### config.mk
export PLATFORM = sky130hd
export DESIGN_NAME = rbadd_top
export DESIGN_NICKNAME = d
export VERILOG_FILES = /design/src/rtl/rbadd_pkg.sv /design/src/rtl/rbadd_cell.sv /design/src/rtl/rbadd_merge.sv /design/src/rtl/rbadd_top.sv
export SDC_FILE = /design/constraint.sdc
export NUM_CORES = 1
export LEC_CHECK = 0
export BUFFER_PORTS_ARGS = -buffer_cell sky130_fd_sc_hd__buf_2
export CAP_MARGIN = 10
export CORE_UTILIZATION = 28
export CTS_CLUSTER_DIAMETER = 30
export DETAILED_ROUTE_END_ITERATION = 8
export PLACE_DENSITY = 0.51
export SYNTH_ARGS = -nofsm -noshare
export SYNTH_HDL_FRONTEND = slang
export SYNTH_SLANG_ARGS = --single-unit
### constraint.sdc
create_clock -name clk -period 9.8 [get_ports clk]
set_input_delay 2.94 -clock clk [delete_from_list [all_inputs] [get_ports clk]]
set_output_delay 2.94 -clock clk [all_outputs]
set_load 0.01 [all_outputs]
### src/rtl/rbadd_pkg.sv
package rbadd_pkg;

    typedef logic [1:0] rb_digit_t;

    // digit codes {sign, magnitude}
    localparam rb_digit_t RB_ZERO = 2'b00;
    localparam rb_digit_t RB_POS  = 2'b01;
    localparam rb_digit_t RB_NEG  = 2'b11;

    // Decode a digit to its integer value; the unused code 10 reads as 0
    function automatic int rb_val(input rb_digit_t d);
        case (d)
            RB_POS:  return 1;
            RB_NEG:  return -1;
            default: return 0;
        endcase
    endfunction

    // Encode an integer in {-1,0,1} as a digit code
    function automatic rb_digit_t rb_enc(input int v);
        if (v > 0)      return RB_POS;
        else if (v < 0) return RB_NEG;
        else            return RB_ZERO;
    endfunction

    function automatic logic rb_is_neg(input rb_digit_t d);
        return d[1] & d[0];
    endfunction

endpackage

### src/rtl/rbadd_cell.sv
// One digit position: splits the local pair sum into a transfer to the next
// position and an intermediate digit, guided by the flag from below.
module rbadd_cell
    import rbadd_pkg::*;
(
    input  rb_digit_t x_dig,
    input  rb_digit_t y_dig,
    input  logic      lower_neg,   // some operand digit one place lower is negative
    output rb_digit_t xfer_dig,    // transfer into the next position
    output rb_digit_t mid_dig,     // intermediate digit kept here
    output logic      here_neg     // flag handed to the next position
);

    int pair_sum;

    always_comb begin
        pair_sum = rb_val(x_dig) + rb_val(y_dig);
        xfer_dig = RB_ZERO;
        mid_dig  = RB_ZERO;
        case (pair_sum)
            2: begin
                xfer_dig = RB_POS;
                mid_dig  = RB_ZERO;
            end
            -2: begin
                xfer_dig = RB_NEG;
                mid_dig  = RB_ZERO;
            end
            1: begin
                // incoming transfer is >= 0 when lower flag is clear
                if (!lower_neg) begin
                    xfer_dig = RB_POS;
                    mid_dig  = RB_NEG;
                end else begin
                    xfer_dig = RB_ZERO;
                    mid_dig  = RB_POS;
                end
            end
            -1: begin
                // incoming transfer is <= 0 when lower flag is set
                if (!lower_neg) begin
                    xfer_dig = RB_ZERO;
                    mid_dig  = RB_NEG;
                end else begin
                    xfer_dig = RB_NEG;
                    mid_dig  = RB_POS;
                end
            end
            default: begin
                xfer_dig = RB_ZERO;
                mid_dig  = RB_ZERO;
            end
        endcase
        here_neg = rb_is_neg(x_dig) | rb_is_neg(y_dig);
    end

endmodule

### src/rtl/rbadd_merge.sv
// Final digit: intermediate digit plus the transfer from the position below.
module rbadd_merge
    import rbadd_pkg::*;
(
    input  rb_digit_t mid_dig,
    input  rb_digit_t xfer_in,
    output rb_digit_t res_dig
);

    int total;

    always_comb begin
        total   = rb_val(mid_dig) + rb_val(xfer_in);
        res_dig = rb_enc(total);
    end

endmodule

### src/rtl/rbadd_top.sv
module rbadd_top
    import rbadd_pkg::*;
#(
    parameter int N_DIGITS = 16,
    parameter bit OUT_REG  = 1'b1
) (
    input  logic                      clk,
    input  logic                      rst_n,
    input  logic [2*N_DIGITS-1:0]     a_dig,
    input  logic [2*N_DIGITS-1:0]     b_dig,
    output logic [2*(N_DIGITS+1)-1:0] sum_dig
);

    localparam int SUM_DIGITS = N_DIGITS + 1;
    localparam int SUM_W      = 2 * SUM_DIGITS;

    typedef struct packed {
        logic [SUM_W-1:0] sum;
    } out_state_t;

    rb_digit_t            xfer  [N_DIGITS];
    rb_digit_t            mid   [N_DIGITS];
    rb_digit_t            fin   [N_DIGITS];
    logic [N_DIGITS:0]    neg_chain;
    logic [SUM_W-1:0]     sum_comb;
    out_state_t           st_d, st_q;

    assign neg_chain[0] = 1'b0;   // nothing below position 0

    for (genvar i = 0; i < N_DIGITS; i++) begin : g_pos
        rbadd_cell u_cell (
            .x_dig    (a_dig[2*i+1:2*i]),
            .y_dig    (b_dig[2*i+1:2*i]),
            .lower_neg(neg_chain[i]),
            .xfer_dig (xfer[i]),
            .mid_dig  (mid[i]),
            .here_neg (neg_chain[i+1])
        );
        if (i == 0) begin : g_lsd
            rbadd_merge u_merge (
                .mid_dig(mid[i]),
                .xfer_in(RB_ZERO),
                .res_dig(fin[i])
            );
        end else begin : g_upper
            rbadd_merge u_merge (
                .mid_dig(mid[i]),
                .xfer_in(xfer[i-1]),
                .res_dig(fin[i])
            );
        end
        assign sum_comb[2*i+1:2*i] = fin[i];
    end

    // transfer out of the top position is the extra digit
    assign sum_comb[SUM_W-1:SUM_W-2] = xfer[N_DIGITS-1];

    always_comb begin
        st_d     = st_q;
        st_d.sum = sum_comb;
    end

    if (OUT_REG) begin : g_reg
        always_ff @(posedge clk) begin
            if (!rst_n) st_q <= '0;
            else        st_q <= st_d;
        end
        assign sum_dig = st_q.sum;

        p_reset_clear_r8: assert property (@(posedge clk)
            $rose(rst_n) |-> (sum_dig == '0))
            else $error("p_reset_clear_r8");
    end else begin : g_comb
        assign st_q    = st_d;
        assign sum_dig = st_q.sum;
    end

    // ---------------- assertions ----------------
    function automatic longint word_val(input logic [SUM_W-1:0] w, input int nd);
        longint acc;
        acc = 0;
        for (int k = 0; k < nd; k++)
            acc += longint'(rb_val(w[2*k+:2])) * (longint'(1) << k);
        return acc;
    endfunction

    p_sum_value_r2: assert property (@(posedge clk) disable iff (!rst_n)
        word_val(sum_comb, SUM_DIGITS) ==
        word_val({2'b00, a_dig}, N_DIGITS) + word_val({2'b00, b_dig}, N_DIGITS))
        else $error("p_sum_value_r2");

    for (genvar k = 0; k < SUM_DIGITS; k++) begin : g_code_chk
        p_digit_code_r3: assert property (@(posedge clk) disable iff (!rst_n)
            sum_comb[2*k+1:2*k] != 2'b10)
            else $error("p_digit_code_r3");
    end

    p_top_carry_r6: assert property (@(posedge clk) disable iff (!rst_n)
        !neg_chain[N_DIGITS] |-> (sum_comb[SUM_W-1:SUM_W-2] != RB_NEG))
        else $error("p_top_carry_r6");

    p_flag_rule_r5: assert property (@(posedge clk) disable iff (!rst_n)
        (a_dig[1:0] == RB_POS && b_dig[1:0] == RB_ZERO) |->
        (sum_comb[1:0] == RB_NEG))
        else $error("p_flag_rule_r5");

endmodule

; ---- Yosys cells after proc, flatten, opt, wreduce, memory -nomap -nowiden
; Cells that the tools add are included.
[op_classes]
bitwise_logic = 46
muxes = 172
n_reduce_logical = 33
addsub = 31
n_eq_ne = 190
n_lt_le_gt_ge = 32
[ops]
columns = cell, n
row1 = one-hot mux 32 bit (2 select lines), 63
row2 = "equality test 32 bit, second input constant", 32
row3 = adder 32 bit, 31
row4 = "equality test 32 x 1 -> 1 bit, second input constant", 16
row5 = "equality test 32 x 2 -> 1 bit, second input constant", 16
row6 = "greater-than comparator 32 x 1 -> 1 bit, second input constant", 16
row7 = "< comparator 32 x 1 -> 1 bit, second input constant", 16
row8 = "equality test 2 x 1 -> 1 bit, second input constant", 63
row9 = "equality test 2 bit, second input constant", 63
row10 = two-way mux 2 bit, 62
row11 = one-hot mux 2 bit (4 select lines), 15
row12 = OR reduction 2 bit, 33
row13 = two-way mux 1 bit, 31
row14 = bitwise AND 1 bit, 30
row15 = OR 1 bit, 15
row16 = one-hot mux 2 bit (2 select lines), 1
row17 = inverter 1 bit, 1
[word_totals]
out_inout_bits = 34
regBits = 34
input_bits = 66
wordCells = 521

; ---- Longest topological paths before layout
; Gate-level depths: netlist (run 1).
[depth]
word_depth = 12
ltp_mapped = 15
depth_no_buf = 14

; ---- Hierarchy
; A second synthesis (run 1) with hierarchy kept.
[hier_totals]
hier_cells = 936
area_unflattened_um2 = 10097.2
[modules_own_cells]
columns = mod, area_per_inst_um2, n_inst, seq_area_each_um2, cells_per_inst
row1 = rbadd_cell at g_pos[10].u_cell ..., 426.7, 12, 0.0, 40
row2 = rbadd_merge, 143.9, 16, 0.0, 14
row3 = rbadd_cell at g_pos[7].u_cell ..., 429.2, 3, 0.0, 40
row4 = rbadd_top, 954.7, 1, 680.7, 72
row5 = rbadd_cell at g_pos[0].u_cell, 432.9, 1, 0.0, 40

; ---- Worst setup path before layout (run 1)
; No wires, ideal clock.
[synth_path]
path_type = input -> register
startpoint = input port b_dig[14]
endpoint = register st_q, in the netlist sum_dig[14]
setup_time_ns = 0.138
stages = 14
required_ns = 9.662
t_arrival_ns = 6.933
n_path_buf = 0
path_slack_ns = 2.729
path_cell_list = and2_1 > inv_1 > fa_1 > inv_1 > fa_1 > fa_1 > or4b_1 > nor4_1 > a31o_1 > and2_1 > ha_1 > fa_1 > nor2_1 > a41oi_1
[synth_via]
elab_chain_cells = 12
elab_cells_between_ends = 16
cone_classes = 2 x add/sub / 2 x order compare / 6 x eq/ne / 5 x mux / 1 x reduce/logical
[synth_lines]
columns = element, line_no
row1 = "start, declared", rbadd_top.sv:10  ; input logic [2*N_DIGITS-1:0] b_dig,
row2 = equality test 2 bit or equality test 2 x 1 -> 1 bit (tied branches), rbadd_pkg.sv:12  ; case (d)
row3 = one-hot mux 32 bit (2 select lines) *, rbadd_pkg.sv:12
row4 = adder 32 bit *, rbadd_cell.sv:17  ; pair_sum = rb_val(x_dig) + rb_val(y_dig);
row5 = equality test 32 x 1 -> 1 bit or equality test 32 bit (tied branches), rbadd_cell.sv:20  ; case (pair_sum)
row6 = OR reduction 2 bit (no line) *, n/a
row7 = two-way mux 2 bit *, n/a
row8 = equality test 2 bit or equality test 2 x 1 -> 1 bit (tied branches), rbadd_pkg.sv:12
row9 = one-hot mux 32 bit (2 select lines) *, rbadd_pkg.sv:12
row10 = adder 32 bit *, rbadd_merge.sv:13  ; total = rb_val(mid_dig) + rb_val(xfer_in);
row11 = < comparator 32 x 1 -> 1 bit, rbadd_pkg.sv:22  ; else if (v < 0) return RB_NEG;
row12 = two-way mux 2 bit, rbadd_pkg.sv:22
row13 = two-way mux 1 bit *, rbadd_pkg.sv:21  ; if (v > 0) return RB_POS;
row14 = "end signal, assigned", rbadd_top.sv:66  ; else st_q <= st_d;
row15 = "end, declared", rbadd_top.sv:26  ; out_state_t st_d, st_q;
; Every way passes the cells marked *; elsewhere a longest branch is shown, timed or not.
; A chain may end at the register's enable or synchronous reset.

; ---- Worst setup path in the final report (run 1)
; Same ends and word-level chain as after synthesis.

==> results of run 1 <==
## cells in the final DEF, fill, tap and decap left out, types with 4 or more instances in the layout
master / n
and3_1: 6
o32ai_1: 4
a41oi_1: 16
nand3_1: 15
dfxtp_1: 33
nor4b_1: 5
ha_1: 46
nand3b_1: 6
nand2_1: 34
o21a_1: 7
nor3_1: 8
nand4_1: 7
a21oi_1: 8
inv_1: 75
buf_2: 99
nor2_1: 44
nand2b_1: 6
and2_1: 45
o21ai_0: 5
a21boi_0: 6
fa_1: 138
nor3b_1: 4
clkbuf_16: 5
a31oi_1: 7
nor2b_1: 6
nand4b_1: 6
## layout make-up
| type | count | area (um2) | area share [%] |
|---|---|---|---|
| multi-input combinational | 470 | 5120 | 72.5 |
| sequential | 33 | 661 | 9.36 |
| timing repair buffer | 100 | 503 | 7.13 |
| tap | 280 | 350 | 4.96 |
| inverter | 75 | 282 | 3.99 |
| clock buffer | 7 | 143 | 2.02 |
## routing by layer
metal | track usage, % | wire length (um)
met2 | 17.6 | 5470
met5 | 0 | 0
met1 | 14.3 | 5280
met3 | 1.42 | 294
met4 | 3.30 | 151
## logic make-up after synthesis
| kind of cell | count (synthesis) |
|---|---|
| compound gates | 66 |
| mux | 1 |
| xor+xnor | 2 |
| buf+inv | 111 |
| flops | 33 |
| fa+ha+maj | 184 |
| simple gates | 217 |
## power by group through the flow
stage	sequential (mW)	clock [mW]	combinational (mW)
after floorplan	0.163	0	0.185
after global placement	0.157	0	0.260
after detailed placement	0.157	0	0.259
after CTS	0.154	0.178	0.261
after global routing	0.155	0.182	0.296
final	0.154	0.167	0.256
## through the flow
step	cell area [um2]	std cells
final	7060	965
after global routing	7060	965
after floorplan	6200	614
after detailed placement	6920	958
after global placement	6920	958
after CTS	7060	965
## worst max-delay path by stage
stage,from,endpoint,slack [ns]
6_report,b_dig[14],sum_dig[14]$_SDFF_PN0_,2.55
5_1_grt,b_dig[14],sum_dig[14]$_SDFF_PN0_,2.21
3_5_place_dp,b_dig[14],sum_dig[14]$_SDFF_PN0_,2.21
3_3_place_gp,b_dig[14],sum_dig[14]$_SDFF_PN0_,2.33
2_1_floorplan,b_dig[14],sum_dig[14]$_SDFF_PN0_,2.73
4_1_cts,b_dig[14],sum_dig[14]$_SDFF_PN0_,2.51
## critical path: stages
cell and delay [ns]:
buf_2 0.09, and2_1 0.37, inv_1 0.37, fa_1 0.58, inv_1 0.27, fa_1 0.30, fa_1 0.44, or4b_1 0.48
nor4_1 0.36, a31o_1 0.23, and2_1 0.13, ha_1 0.19, fa_1 0.43, nor2_1 0.12, a41oi_1 0.12
==> flow_summary.yaml, run 1 <==
layout:
  layout.nets: 935
  max_ffs_per_register: 33
  final_layout_size_suffix_gt1_share_pct: 16.9
  filler_cell_count: 2236
  finalCoreUtilization_pct: 32.4
  antenna_cells: 0
  layout-area-overhead-vs-synth_pct: 13.8
sta:
  setup_viol: 0
  slew_violations: 0
  timing.final.ws_setup_ns: 2.55
  worst-slew-pin-transition_ns: 0.684
  hold_violations: 0
  worst_hold_slack_ns: 2.93
  finalCritPeriodShare_pct: 74.0
  timing.fmax_ghz: 0.138
  period_needed_ns: 7.25
  setup-tns-final_ns: 0
  max_slew_headroom_pct: 53.8
  unrepaired_setup_endpoints_after_global_routing: "no"
yosys:
  netlist_instances: 614
  area_share_of_and_or_nand_nor_cells_after_synthesis_pct: 20.3
  yosysMostFrequentCell: "fa_1"
  postSynthAreaPerCell_um2: 10.1
  synthAdderAreaFrac_pct: 53.8
  synth.cell_area_um2: 6200
  synth_top_area_share_pct: 44.6
  netlist_top_cells_area: "fa_1 45%, dfxtp_1 11%, ha_1 9.3%"
  ys_warn_count: 0
  synth_top_cells_by_count: "138 x fa_1, 75 x inv_1, 46 x ha_1"
  netlist-cell-type-count: 52
  number_of_flops_mapped_to_enable_cells_by_yosys: 0
  synth_nets: 864
  synth_xor_area_share_pct: 0.282
  synth_ff_type: "dfxtp_1"
  synth-compound-area-share_pct: 7.81
  synth.largest_area_cell: "fa_1"
  main_combinational_cell_family_by_area_after_synthesis: "adder cells"
  synthArstFlopShare_pct: 0
  total_of_flip_flops_plus_latches_after_synthesis: 33
  synth.area.mux_share_pct: 0.363
  synth_sequential_area_ratio_pct: 10.7
detailed_routing:
  detailedRoute.firstPassIterationCount: 4
  totalWireLength_mm: 11.2
  route.detailed.vias_per_inst: 4.31
  average_wire_per_cell_in_the_routed_design_um: 11.6
  route.vias.total: 4157
  initialDrtViolationCount: 122
  drt_drc_violations_left: 0
  ant_nets: 0
place:
  place_worst_setup_slack_ns: 2.21
  gp_congestion: 0.772
  place.port_buffers: 99
  hpwlAfterDp_mm: 9.58
worst_setup_path:
  worstSetupPathType: "in2reg"
  start_kind: "input pin"
  worst-path-max-fanout: 9
  cp-end-kind: "register"
  critical_path_required_ns: 9.96
  data_arrival_time_of_the_worst_path_ns: 7.41
power_and_ir_drop:
  p_int_uw: 358
  seq_power_share_pct: 26.7
  combPwrFrac_pct: 44.4
  power_leakage_nw: 3.12
  max-vdd-ir-drop_mv: 0.0523
  portion_of_total_power_attributed_to_the_clock_network_pct: 28.9
  p_per_area_nw_per_um2: 81.7
  netSwitchingFraction_pct: 37.9
  totalPowerFinal_uw: 576
  switching_power_uw: 218
floorplanning:
  initial_core_util_pct: 28.5
  fp.dieH_um: 151
  placeable_core_area_um2: 21800
  rows: 54
  die_width_um: 151
  ioPinCount: 100
  die_area_um2: 22700
min_path:
  startpoint_of_the_worst_hold_path: "rst_n"
  worst_hold_path_type: "in2reg"
  min_delay_worst_endpoint: "sum_dig[3]$_SDFF_PP0_"
  worst_hold_path_cells: 2
clocking:
  numCtsBuffers: 5
  tritoncts: "yes"
  clock-root-buffer: "clkbuf_16"
  htreeDepth: 2
  hold_buf_cts: 0
  max-clock-path-buffers: 2
  clk_pin_slew_ns: 0.06
  cts.sinks: 33
  post-cts-setup-buffer-count: 0
  cts_resized: 0
flow_run:
  maxCapViolCount: 0
global_routing:
  grt_antenna_before_repair: 0
  global_route.usage.total_pct: 10.6
  grt_start_max_net_pins: 17
  grt_pass1_vias: 4107
  globalRouteOverflowTotal: 0
  grt_pass1_wl_mm: 19.1
status:
  outcome: "completed"
Note: power is estimated with default switching activity, not from simulation.
==> inputs of run 2 (changes only) <==
--- a/config.mk
+++ b/config.mk
@@ -5,12 +5,13 @@
 export SDC_FILE = /design/constraint.sdc
 export NUM_CORES = 1
 export LEC_CHECK = 0
+export ABC_AREA = 1
 export BUFFER_PORTS_ARGS = -buffer_cell sky130_fd_sc_hd__buf_2
 export CAP_MARGIN = 10
 export CORE_UTILIZATION = 28
 export CTS_CLUSTER_DIAMETER = 30
 export DETAILED_ROUTE_END_ITERATION = 8
-export PLACE_DENSITY = 0.51
+export PLACE_DENSITY = 0.53
 export SYNTH_ARGS = -nofsm -noshare
 export SYNTH_HDL_FRONTEND = slang
 export SYNTH_SLANG_ARGS = --single-unit
==> constraint.sdc (replaced) <==
create_clock -name clk -period 6.29 [get_ports clk]
set_input_delay 1.887 -clock clk [delete_from_list [all_inputs] [get_ports clk]]
set_output_delay 1.887 -clock clk [all_outputs]
set_load 0.01 [all_outputs]
==> run 2 against run 1 <==
First-iteration DRC count grew 23%. Routed wire length increased by 7.4%. Cell count rose by 26%. Non-clock buffer count increased by 4. Global-route usage increased by 0.48 points. Clock power is 51% higher. Die area grew 6.1%.
==> flow_summary.yaml, run 2 <==
worst_setup_path:
  worst_path_largest_cell_delay_ns: 0.60
  data_arrival_time_of_the_worst_path_ns: 5.42
  path_common_cell: "nand2_1"
  slowest_stage: "fa_1"
  cp_launch_point: "b_dig[12]"
  worst-path-max-fanout: 9
  cp-end-kind: "register"
  start_kind: "input pin"
  worstSetupPathType: "in2reg"
  crit_chain: "buf_2 -> nand2_1 -> fa_1 -> inv_1 -> fa_1 -> nand2_1 -> inv_1 -> nand2_1 -> nor2_1 -> nand2_1 -> inv_1 -> nand2_1 -> nand2_1 -> nand2_1 -> inv_1 -> fa_1 -> fa_1 -> a41oi_1"
  critical_path_required_ns: 6.49
layout:
  layout-area-overhead-vs-synth_pct: 14.1
  layout.nets: 1152
  final_layout_size_suffix_gt1_share_pct: 14.8
  antenna_cells: 0
  finalInstanceArea_um2: 7510
  layout_commonest_cell: "inv_1"
  layout.cells.most_common_list: "171 x inv_1, 170 x nand2_1, 138 x fa_1"
  layout.cells.non_filler: 1216
  max_ffs_per_register: 33
global_routing:
  grt_pass1_wl_mm: 21.9
  grt_pass1_vias: 5007
  globalRouteOverflowTotal: 0
  global_route.usage.total_pct: 11.1
  grt_antenna_before_repair: 0
  grt_start_max_net_pins: 17
min_path:
  worst_hold_path_cells: 3
  startpoint_of_the_worst_hold_path: "rst_n"
  min_delay_worst_endpoint: "sum_dig[26]$_SDFF_PN0_"
  worst_hold_path_type: "in2reg"
sta:
  hold_violations: 0
  finalCritPeriodShare_pct: 83.0
  worst-slew-pin-transition_ns: 0.630
  unrepaired_setup_endpoints_after_global_routing: "no"
  timing.final.ws_setup_ns: 1.07
  period_needed_ns: 5.22
  max_slew_headroom_pct: 57.8
  worst_hold_slack_ns: 1.96
  setup-tns-final_ns: 0
  setup_viol: 0
  timing.fmax_ghz: 0.192
  slew_violations: 0
yosys:
  synth.largest_area_cell: "fa_1"
  number_of_flops_mapped_to_enable_cells_by_yosys: 0
  synth_nets: 1077
  netlist_instances: 827
  synthArstFlopShare_pct: 0
  synth_top_cells_by_count: "171 x inv_1, 170 x nand2_1, 138 x fa_1"
  synth_top_area_share_pct: 41.9
  ys_warn_count: 0
  postSynthAreaPerCell_um2: 7.96
  netlist-cell-type-count: 28
  synth.cell_area_um2: 6590
  yosysMostFrequentCell: "inv_1"
  synth_ff_type: "dfxtp_1"
  synth_sequential_area_ratio_pct: 10.0
  total_of_flip_flops_plus_latches_after_synthesis: 33
  netlist_top_cells_area: "fa_1 42%, dfxtp_1 10%, inv_1 9.7%"
detailed_routing:
  totalWireLength_mm: 12.0
  route.vias.total: 4880
  ant_nets: 0
  route.detailed.vias_per_inst: 4.01
  initialDrtViolationCount: 150
  average_wire_per_cell_in_the_routed_design_um: 9.88
  drt_drc_violations_left: 0
  detailedRoute.firstPassIterationCount: 4
floorplanning:
  initial_core_util_pct: 28.8
  fp.dieH_um: 155
  die_width_um: 155
  ioPinCount: 100
  die_area_um2: 24100
  rows: 55
  placeable_core_area_um2: 22800
place:
  place.port_buffers: 99
  post-place-cells: 1208
  placedInstanceArea_um2: 7370
  gp_congestion: 0.820
  place_worst_setup_slack_ns: 0.719
  hpwlAfterDp_mm: 10.7
status:
  outcome: "completed"
power_and_ir_drop:
  p_int_uw: 539
  p_per_area_nw_per_um2: 122
  max-vdd-ir-drop_mv: 0.0777
  power_leakage_nw: 4.03
  switching_power_uw: 376
  combPwrFrac_pct: 46.1
  netSwitchingFraction_pct: 41.1
  portion_of_total_power_attributed_to_the_clock_network_pct: 27.6
  seq_power_share_pct: 26.3
flow_run:
  maxCapViolCount: 0
clocking:
  clock-root-buffer: "clkbuf_16"
  cts.sinks: 33
  htreeDepth: 2
  numCtsBuffers: 5
  clk_pin_slew_ns: 0.06
  hold_buf_cts: 0
  post-cts-setup-buffer-count: 0
  cts_resized: 0
  max-clock-path-buffers: 2
  tritoncts: "yes"
## run 2: critical path: cells and delay by family
family	cells	cell delay, ns
compound gates	1	0.19
fa+ha+maj	4	1.90
buf+inv	5	0.53
simple gates	8	0.92
## run 2: worst max path at each step
stage / to / cells past startpoint / slack (ns)
3_3_place_gp: sum_dig[12]$_SDFF_PN0_ / 18 / 0.79
2_1_floorplan: sum_dig[16]$_SDFF_PN0_ / 17 / 0.86
3_5_place_dp: sum_dig[12]$_SDFF_PN0_ / 18 / 0.72
4_1_cts: sum_dig[12]$_SDFF_PN0_ / 18 / 1.03
5_1_grt: sum_dig[24]$_SDFF_PN0_ / 20 / 0.73
6_report: sum_dig[12]$_SDFF_PN0_ / 18 / 1.07
## run 2: cell type report
class | instances | area (um2)
Inverter | 177 | 664
Sequential cell | 33 | 661
Fill cell | 2461 | 15300
Clock buffer | 5 | 125
Tap cell | 313 | 392
Clock inverter | 3 | 17.5
Timing Repair Buffer | 104 | 533
Multi-Input combinational cell | 581 | 5120
## run 2: per-stage QoR
step	utilization [%]	total power, mW
after floorplan	-	0.559
after global placement	32.3	0.673
after detailed placement	32.3	0.676
after CTS	32.9	0.943
after global routing	32.9	1.02
final	32.9	0.915
## run 2: layer usage
| metal | routed length, um | up-vias | track usage [%] |
|---|---|---|---|
| li1 | - | 2522 | - |
| met1 | 5590 | 2301 | 14.0 |
| met2 | 5990 | 50 | 19.8 |
| met3 | 348 | 7 | 2.12 |
| met4 | 87 | 0 | 1.91 |
| met5 | 0 | - | 0 |
## run 2: cell families (layout without fill, tap and decap cells)
| group | count (synthesis) | after routing | share of synthesized area, % |
|---|---|---|---|
| simple gates | 366 | 366 | 23.6 |
| flops | 33 | 33 | 10.0 |
| compound gates | 31 | 31 | 3.42 |
| fa+ha+maj | 184 | 184 | 50.7 |
| buf+inv | 213 | 289 | 12.2 |
## run 2: power groups by stage
stage / clock [mW] / sequential, mW / combinational (mW)
finish: 0.252 / 0.241 / 0.422
global route: 0.275 / 0.243 / 0.499
CTS: 0.269 / 0.241 / 0.432
detailed placement: 0 / 0.246 / 0.430
global placement: 0 / 0.246 / 0.427
floorplan: 0 / 0.255 / 0.305
